[src/rtl/pss_pkg.sv]
package pss_pkg;

    typedef struct packed {
        logic ov;
        logic uv;
    } pss_cond_t;

    function automatic int cnt_bits(input int limit);
        return (limit < 2) ? 1 : $clog2(limit + 1);
    endfunction

endpackage

[src/rtl/pss_sync.sv]
module pss_sync #(
    parameter int WIDTH = 1
) (
    input  logic             clk,
    input  logic             rst,
    input  logic [WIDTH-1:0] d,
    output logic [WIDTH-1:0] q
);
    logic [WIDTH-1:0] stage1;

    always_ff @(posedge clk) begin
        if (rst) begin
            stage1 <= '0;
            q      <= '0;
        end else begin
            stage1 <= d;
            q      <= stage1;
        end
    end
endmodule

[src/rtl/pss_sat_counter.sv]
module pss_sat_counter #(
    parameter int LIMIT = 4
) (
    input  logic clk,
    input  logic rst,
    input  logic clr,
    output logic done
);
    import pss_pkg::*;
    localparam int W = cnt_bits(LIMIT);

    logic [W-1:0] cnt;

    always_ff @(posedge clk) begin
        if (rst || clr)
            cnt <= '0;
        else if (cnt != W'(LIMIT))
            cnt <= cnt + 1'b1;
    end

    assign done = (cnt == W'(LIMIT));
endmodule

[src/rtl/pss_remote_filter.sv]
module pss_remote_filter #(
    parameter int DLY = 8
) (
    input  logic clk,
    input  logic rst,
    input  logic raw,
    output logic state
);
    import pss_pkg::*;
    localparam int W = cnt_bits(DLY);

    logic [W-1:0] cnt;

    always_ff @(posedge clk) begin
        if (rst) begin
            state <= 1'b0;
            cnt   <= '0;
        end else if (raw == state) begin
            cnt <= '0;
        end else if (cnt == W'(DLY - 1)) begin
            state <= raw;
            cnt   <= '0;
        end else begin
            cnt <= cnt + 1'b1;
        end
    end
endmodule

[src/rtl/pss_supervisor.sv]
module pss_supervisor #(
    parameter int N_RAILS   = 3,
    parameter int BLANK_CYC = 20,
    parameter int OV_DLY    = 6,
    parameter int PG_DLY    = 10,
    parameter int REM_DLY   = 8
) (
    input  logic               clk,
    input  logic               rst,
    input  logic [N_RAILS-1:0] ov_flags,
    input  logic [N_RAILS-1:0] uv_flags,
    input  logic               ov_extra,
    input  logic               pwr_in_ok,
    input  logic               remote_off,
    output logic               fault_o,
    output logic               pgood_o
);
    import pss_pkg::*;

    localparam int SW      = 2 * N_RAILS + 3;
    localparam int I_EXTRA = 2 * N_RAILS;
    localparam int I_PWR   = 2 * N_RAILS + 1;
    localparam int I_REM   = 2 * N_RAILS + 2;

    logic [SW-1:0] raw_vec, sync_vec;
    pss_cond_t     cond;
    logic          rem_sync, rem_state;
    logic          blank_done, blanking;
    logic          ov_done, ov_trip;
    logic          latch;
    logic          cond_ok, pg_done;

    assign raw_vec = {remote_off, pwr_in_ok, ov_extra, uv_flags, ov_flags};

    pss_sync #(.WIDTH(SW)) u_sync (
        .clk(clk), .rst(rst), .d(raw_vec), .q(sync_vec)
    );

    assign cond.ov  = (|sync_vec[N_RAILS-1:0]) | sync_vec[I_EXTRA];
    assign cond.uv  = (|sync_vec[2*N_RAILS-1:N_RAILS]) | ~sync_vec[I_PWR];
    assign rem_sync = sync_vec[I_REM];

    pss_remote_filter #(.DLY(REM_DLY)) u_rem (
        .clk(clk), .rst(rst), .raw(rem_sync), .state(rem_state)
    );

    // blanking window restarts while remote holds the supply off
    pss_sat_counter #(.LIMIT(BLANK_CYC)) u_blank (
        .clk(clk), .rst(rst), .clr(rem_state), .done(blank_done)
    );
    assign blanking = ~blank_done;

    // over-voltage confirmation: counts consecutive cycles
    pss_sat_counter #(.LIMIT(OV_DLY - 1)) u_ovq (
        .clk(clk), .rst(rst), .clr(~cond.ov), .done(ov_done)
    );
    assign ov_trip = cond.ov & ov_done;

    always_ff @(posedge clk) begin
        if (rst || rem_state)
            latch <= 1'b0;
        else if (ov_trip || (cond.uv && !blanking))
            latch <= 1'b1;
    end

    assign cond_ok = ~cond.ov & ~cond.uv & ~latch & ~rem_state;

    pss_sat_counter #(.LIMIT(PG_DLY)) u_pg (
        .clk(clk), .rst(rst), .clr(~cond_ok), .done(pg_done)
    );

    assign fault_o = latch | rem_state;
    assign pgood_o = cond_ok & pg_done;
endmodule

[config.mk]
export PLATFORM = sky130hd
export DESIGN_NAME = pss_supervisor
export DESIGN_NICKNAME = d
export VERILOG_FILES = /design/src/rtl/pss_pkg.sv /design/src/rtl/pss_sync.sv /design/src/rtl/pss_sat_counter.sv /design/src/rtl/pss_remote_filter.sv /design/src/rtl/pss_supervisor.sv
export SDC_FILE = /design/constraint.sdc
export NUM_CORES = 1
export LEC_CHECK = 0
export BUFFER_PORTS_ARGS = -buffer_cell sky130_fd_sc_hd__buf_2
export CAP_MARGIN = 20
export CORE_AREA = 8 8 69 71
export DETAILED_ROUTE_END_ITERATION = 10
export DIE_AREA = 0 0 77 79
export GPL_TIMING_DRIVEN = 0
export PLACE_DENSITY = 0.56
export SYNTH_ARGS = -nofsm -noshare
export SYNTH_HDL_FRONTEND = slang
export SYNTH_HIERARCHICAL = 1
export SYNTH_SLANG_ARGS = --single-unit
[constraint.sdc]
create_clock -name clk -period 2 [get_ports clk]
set_clock_uncertainty 0.1 [all_clocks]
set_input_delay 0 -clock clk [delete_from_list [all_inputs] [get_ports clk]]
set_output_delay 0 -clock clk [all_outputs]
set_load 0.05 [all_outputs]
# Word-level counts from Yosys, hierarchy flattened
# Index checks and enable logic that the tools add are counted.
# W data, S select, Z words.
[word_totals]
regBits = 36
out_inout_bits = 2
input_bits = 11
elab_cells = 44
[classes]
reduce_logical = 9
n_bitwise = 15
eq_ne = 8
n_addsub = 4
[op_table]
columns = ["operator", "count"]
rows = [
  ["$reduce_or A3 Y1", 3],
  ["$add A4 B1 Y4 const B", 2],
  ["$not A1 Y1", 7],
  ["$add A5 B1 Y5 const B", 1],
  ["$and A1 B1 Y1", 5],
  ["$eq A5 B5 Y1 const B", 1],
  ["$ne A5 B5 Y1 const B", 1],
  ["$eq A4 B3 Y1 const B", 1],
  ["$eq A4 B4 Y1 const B", 1],
  ["$logic_or A1 B1 Y1", 4],
  ["$ne A4 B4 Y1 const B", 1],
  ["$add A3 B1 Y3 const B", 1],
  ["$eq A3 B3 Y1 const B", 1],
  ["$ne A3 B3 Y1 const B", 1],
  ["$or A1 B1 Y1", 3],
  ["$reduce_and A2 Y1", 1],
  ["$eq A1 B1 Y1", 1],
  ["$logic_and A1 B1 Y1", 1],
]

# Longest topological paths before layout
# Gate-level depths: netlist of run 1.
[depth]
depth_word = 8
depth_mapped = 6
ltp_nobuf = 6

# Cells and area by module
# Netlist of run 1, hierarchy kept.
[by_module_without_submodules]
columns = ["module", "cells_per_inst", "instances", "seq_area_each_um2", "area_per_inst_um2"]
rows = [
  ["pss_sync", 37, 1, 360.3, 489.2],
  ["pss_sat_counter at u_blank", 26, 1, 100.1, 262.8],
  ["pss_sat_counter at u_pg", 21, 1, 80.1, 234.0],
  ["pss_remote_filter", 19, 1, 100.1, 196.4],
  ["pss_sat_counter at u_ovq", 15, 1, 60.1, 171.4],
  ["pss_supervisor", 10, 1, 20.0, 82.6],
]

# Least setup slack after synthesis of run 1
# Ideal clock, no wire load.
[synth_timing]
path_type = "register to output"
from = "register u_sync.q[1]"
to = "output pgood_o"
setup_slack_ns = 0.197
t_required_ns = 1.900
t_arrival_ns = 1.703
path_stages_with_launch = 4
path_buffers = 0
cell_sequence = "dfxtp_1 > or4_1 > or3_4 > nor2_2"
[synth_between]
elab_chain_len = 7
[synth_rtl]
columns = ["element", "line", "source"]
rows = [
  ["start: declaration", "pss_sync.sv:7", "output logic [WIDTH-1:0] q"],
  ["start signal: assignment", "pss_sync.sv:17", "q <= stage1;"],
  ["$reduce_or A3 Y1", "pss_supervisor.sv:39", "assign cond.ov = (|sync_vec[N_RAILS-1:0]) | sync_vec[I_EXTRA];"],
  ["$or A1 B1 Y1", "pss_supervisor.sv:39", ""],
  ["$not A1 Y1", "pss_supervisor.sv:66", "assign cond_ok = ~cond.ov & ~cond.uv & ~latch & ~rem_state;"],
  ["$and A1 B1 Y1 (3 in series)", "pss_supervisor.sv:66", ""],
  ["$and A1 B1 Y1", "pss_supervisor.sv:73", "assign pgood_o = cond_ok & pg_done;"],
  ["end: declaration", "pss_supervisor.sv:16", "output logic pgood_o"],
]
# No other way between the ends.

# Final worst setup path of run 1
[layout_timing]
from = "register u_sync.q[1]"
to = "register u_pg.cnt[1]"
[layout_between]
elab_chain_len = 8
[layout_rtl]
columns = ["element", "line", "source"]
rows = [
  ["$reduce_or A3 Y1", "pss_supervisor.sv:39", ""],
  ["$or A1 B1 Y1", "pss_supervisor.sv:39", ""],
  ["$not A1 Y1", "pss_supervisor.sv:66", ""],
  ["$and A1 B1 Y1 (3 in series)", "pss_supervisor.sv:66", ""],
  ["$not A1 Y1", "pss_supervisor.sv:69", ".clk(clk), .rst(rst), .clr(~cond_ok), .done(pg_done)"],
  ["$logic_or A1 B1 Y1", "pss_sat_counter.sv:15", "if (rst || clr)"],
  ["end signal: assignment", "pss_sat_counter.sv:18", "cnt <= cnt + 1'b1;"],
  ["end: declaration", "pss_sat_counter.sv:12", "logic [W-1:0] cnt;"],
]
# No other way between the ends.
# A chain may end at the register's enable or synchronous reset.

==> reports/results.tsv, run 1 <==
metric	value	unit
status	finished clean	
slew_headroom	0.676	
dieArea	0.00608	mm2
via_per_inst	4.57	
synthTopCellsByArea	dfxtp_1 50%, ha_1 6.1%, nor2b_1 4.8%	
syn_nets	146	
fp.dieH	79	um
grt_overflow	0	
clockBufferDepth	2	
p_sw_frac	0.212	
hp-class	in2reg	
synth_adder_area_share	0.0610	
num_rows	23	
clock-sinks	36	
synthDistinctLibCells	38	
p_leak	0.775	nW
vias	950	
p_clk_frac	0.423	
synth_cells	128	
post-route-period-util	0.963	
drt_iter0_markers	30	
rsz0062_at_grt	no	
share_seq_of_total_power	0.511	
crit_fanout	5	
antenna_left	0	
drcViolationCount	0	
setup_tns	0	ns
cts_tree	yes	
final_net_count	175	
synth_ff_type	dfxtp_1	
drive_gt1_frac	0.278	
syn_to_final_growth	25.2	%
synthMuxAreaShare	0.0357	
maxCapViolations	0	
num_antenna_cells	0	
avgSynthCellArea	11.2	um2
syn_area	0.00144	mm2
comb_power_share	0.066	
grt_usage	0.0822	
synthXorXnorAreaFrac	0.0427	
grt_pass1_vias	983	
utilization	0.473	
synth_edf_count	0	
clock-root-buffer	clkbuf_8	
gp_congestion	0.686	
antenna_found_initial	0	
start_kind	register	
post-route-min-period	1.93	ns
clkLatencyLatePin	0.28	ns
synth_top_family_by_area	simple AND/OR/NAND/NOR gates	
tightest_slew	0.486	ns
async_reset_ff_frac	0	
ys_ff_latch	36	
core	0.00380	mm2
grt_max_degree	24	
yosysSeqAreaShare	0.502	
cp-end-kind	register	
synth_compound_area_frac	0.0505	
port_buffers	12	
slew_violations	0	
timing.final.setup_violations	0	
htree_levels	2	
yosys.area_share.simple	0.271	
p_int	1.16	mW
required	2.13	ns
clk_pin_slew	0.07	ns
wl_per_cell	10.8	um
ios	13	
numCtsBuffers	5	
yosys_warnings	6	
cp.arrival	2.06	ns
path_class	reg2reg	
switching_power	0.314	mW
fmax	519	MHz
finalHoldViolations	0	
die_w	77	um
synth_top_area_frac	0.502	
grt_pass1_wl	3.99	mm
yosys.area.top_type	dfxtp_1	
dr.pass1.iters	4	
power.ir.vdd_worst	0.696	mV
post-dp-hpwl	1.49	mm
routed_wirelength	2.25	mm
p_per_area	822	mW/mm2
start_util	0.378	
-- cells by family after synthesis --
| group | Yosys count |
|---|---|
| multiplexers | 4 |
| AND/OR/NAND/NOR | 57 |
| buffers and inverters | 10 |
| XOR/XNOR | 7 |
| adder cells (fa/ha/maj) | 7 |
| AO/OA/AOI/OAI | 7 |
| flip-flops | 36 |
-- layer usage --
layer  vias to the layer above  track usage  routed length [um]
li1                        487            -                   -
met1                       442       0.0816                1040
met2                        15        0.141                1070
met3                         6       0.0350                  86
met4                         0       0.0509                  53
met5                         -            0                   0
-- final timing paths --
| path | startpoint | to | slack [ns] | depth (start not counted) |
|---|---|---|---|---|
| worst max-delay path | u_sync/q[1] | u_pg/cnt[1] | 0.07 | 5 |
| worst min-delay path | rst | u_rem/state | 0.06 | 2 |
| worst max register to register | u_sync/q[1] | u_pg/cnt[1] | 0.07 | 5 |
| worst min register to register | u_sync/stage1[4] | u_sync/q[4] | 0.34 | 1 |
-- metrics by stage --
| stage | hold WS (ns) | cell area, um2 | setup slack (ns) | instances | power (mW) |
|---|---|---|---|---|---|
| after floorplan | -0.0357 | 1440 | 0.197 | 128 | 0.826 |
| after global placement | 0.107 | 1560 | 0.161 | 190 | 0.849 |
| after detailed placement | 0.107 | 1560 | 0.115 | 190 | 0.853 |
| after CTS | 0.0412 | 1770 | 0.0205 | 208 | 1.50 |
| after global routing | 0.102 | 1800 | 0.0135 | 208 | 1.55 |
| final | 0.0648 | 1800 | 0.0735 | 208 | 1.48 |
-- registers in the layout, summed over array words and instances, names as in the netlist --
name	count
u_pg/cnt	4
u_rem/cnt	4
u_sync/q	9
u_ovq/cnt	3
u_sync/stage1	9
u_blank/cnt	5
latch	1
u_rem/state	1
-- critical path: stages, from the launching register on --
cell     delay, ns
dfxtp_1       0.30
or4_4         0.54
or3_4         0.43
buf_4         0.18
nor3b_2       0.17
mux2_4        0.15
-- placed cells by master, fill, tap and decap left out, types with 3 or more instances in the layout --
cell	instances
inv_1	7
and3b_1	3
dlygate4sd3_1	9
nand3_1	5
xnor2_1	4
dfxtp_1	36
xor2_1	3
buf_2	11
nor3_2	4
ha_1	7
clkbuf_8	5
nor2_1	9
and2b_1	7
nor2b_1	11
-- cell usage after synthesis, drive strengths merged, types with 2 or more instances --
cell	number
dfxtp	36
buf	2
mux2	3
and2b	7
or2	2
ha	7
nor2b	11
inv	7
xor2	3
nor3b	3
nand2	2
or3	2
nand3	5
a21oi	2
and3b	3
xnor2	4
nor3	6
nor2	10
nor4	2
-- repair_timing --
action                                  in CTS  in global routing
endpoints found under the setup margin       1                  3
pin swaps                                    1                  1
endpoints found under the hold margin        9                  0
gates resized for setup                      1                  6
hold buffers                                 9                  0
setup buffers                                1                  0
-- layout make-up --
type	count	area (um2)
Buffer	2	18.8
Multi-Input combinational cell	82	686
Tap cell	50	62.6
Inverter	8	35.0
Clock buffer	5	68.8
Timing Repair Buffer	22	164
Fill cell	358	2000
Sequential cell	36	721
Clock inverter	3	42.5
-- power groups by stage --
stage	sequential, mW	combinational (mW)	clock (mW)
2_1_floorplan	0.769	0.0567	0
3_3_place_gp	0.771	0.0776	0
3_5_place_dp	0.772	0.0811	0
4_1_cts	0.756	0.0956	0.646
5_1_grt	0.759	0.108	0.685
6_report	0.756	0.0975	0.625
No activity file was read; power rests on OpenSTA's default activity.
==> inputs of run 2 (changes only) <==
--- a/config.mk
+++ b/config.mk
@@ -11,7 +11,7 @@
 export DETAILED_ROUTE_END_ITERATION = 10
 export DIE_AREA = 0 0 77 79
 export GPL_TIMING_DRIVEN = 0
-export PLACE_DENSITY = 0.56
+export PLACE_DENSITY = 0.58
 export SYNTH_ARGS = -nofsm -noshare
 export SYNTH_HDL_FRONTEND = slang
 export SYNTH_HIERARCHICAL = 1
==> constraint.sdc (replaced) <==
create_clock -name clk -period 1.58 [get_ports clk]
set_clock_uncertainty 0.1 [all_clocks]
set_input_delay 0 -clock clk [delete_from_list [all_inputs] [get_ports clk]]
set_output_delay 0 -clock clk [all_outputs]
set_load 0.05 [all_outputs]
==> run 2 against run 1 <==
The run now ends with negative setup slack left; hold slack worse by 0.0035 ns; worst setup slack lost 0.38 ns; non-clock buffer count rose by 2; clock power increased by 76%; cell area up 5.5%; global-route usage down 0.37 points; wire length fell by 2.5%; first-iteration DRC count rose by 63%; critical path depth is 1 lower; highest routed layer unchanged.
==> reports/results.tsv, run 2 (synthesized netlist as in run 1, its figures left out) <==
metric	value	unit
setup_ws	-0.305	ns
post-route-min-period	1.89	ns
numCtsBuffers	5	
start_kind	register	
gp_congestion	0.661	
routed_wirelength	2.20	mm
num_antenna_cells	0	
finalNonFillerCells	210	
cp-end-kind	output pin	
grt_overflow	0	
wl_per_cell	10.5	um
top_regs	u_sync/q: 9 flops, u_sync/stage1: 9 flops, u_blank/cnt: 5 flops	
clockBufferDepth	2	
num_rows	23	
syn_to_final_growth	32.1	%
rr_worst_depth	5	
status	complete, but fails checks	
p_leak	0.824	nW
failed_checks	negative setup slack	
port_buffers	12	
slew_violations	0	
whs_path_depth	2	
clock-root-buffer	clkbuf_8	
ios	13	
cp.arrival	1.79	ns
post-dp-hpwl	1.45	mm
vias	934	
setup_tns	-1.37	ns
maxCapViolations	0	
timing.final.setup_violations	5	
drcViolationCount	0	
power.ir.vdd_worst	0.605	mV
core	0.00380	mm2
grt_pass1_wl	3.82	mm
cts_tree	yes	
grt_max_degree	24	
clk_pin_slew	0.07	ns
start_util	0.378	
rsz0062_at_grt	yes	
clock-sinks	36	
place_inst	190	
hp-class	in2reg	
grt_pass1_vias	976	
crit_fanout	3	
p_per_area	1160	mW/mm2
final_net_count	177	
utilization	0.499	
final_common_cell	dfxtp_1	
die_w	77	um
path_class	reg2out	
slew_headroom	0.672	
clkLatencyLatePin	0.28	ns
grt_usage	0.0785	
post-route-period-util	1.19	
dieArea	0.00608	mm2
tightest_slew	0.492	ns
antenna_left	0	
required	1.48	ns
dr.pass1.iters	3	
drt_iter0_markers	49	
via_per_inst	4.45	
htree_levels	2	
finalHoldViolations	0	
final_cell_mix	36 x dfxtp_1, 11 x buf_2, 11 x nor2b_1	
drive_gt1_frac	0.306	
fmax	530	MHz
p_total	2.19	mW
antenna_found_initial	0	
fp.dieH	79	um
[run 2: worst max-delay path, cell delays in order (launching register included)]
cell and delay, ns:
dfxtp_1 0.30, or4b_4 0.53, or3_4 0.42, nor2_4 0.10
buf_8 0.15
[run 2: path summary, 6_finish.rpt]
check                    from     endpoint  slack [ns]
max reg2reg       u_sync/q[4]  u_pg/cnt[0]       -0.29
min                       rst  u_rem/state        0.06
min reg2reg  u_sync/stage1[8]  u_sync/q[8]        0.33
max               u_sync/q[4]      pgood_o       -0.31
[run 2: routing by layer]
metal	share of wire	track usage	vias to the layer above
li1	-	-	489
met1	0.42	0.0671	425
met2	0.53	0.151	18
met3	0.048	0.0384	2
met4	0.0046	0.0340	0
met5	0	0	-
[run 2: per-stage QoR]
step	worst slack (ns)	area, um2	hold WS [ns]
floorplan	-0.149	1470	-0.0357
global placement	-0.201	1590	0.108
detailed placement	-0.221	1590	0.109
CTS	-0.311	1890	0.0554
global route	-0.357	1900	0.0701
finish	-0.305	1900	0.0613
[run 2: report_power, final]
part	total [mW]	internal [mW]	leakage (nW)	switching (mW)
combinational	0.130	0.0716	0.451	0.0585
sequential	0.957	0.940	0.295	0.0168
clock	1.10	0.789	0.0784	0.315
total	2.19	1.80	0.824	0.390
[run 2: area by class of cell]
class | count | area, um2
flip-flops and latches | 36 | 721
clock inverters | 3 | 90.1
well taps | 50 | 62.6
multi-input cells | 82 | 711
inverters | 8 | 35.0
repair buffers | 24 | 190
clock buffers | 5 | 68.8
plain buffers | 2 | 18.8
fillers | 347 | 1900
[run 2: repair_timing]
item,4_1_cts,5_1_grt
pin swaps,3,0
gates cloned,0,0
hold buffers,9,0
setup endpoints to repair,5,6
gates resized for setup,7,1
endpoints found under the hold margin,9,0
buffers inserted,3,0
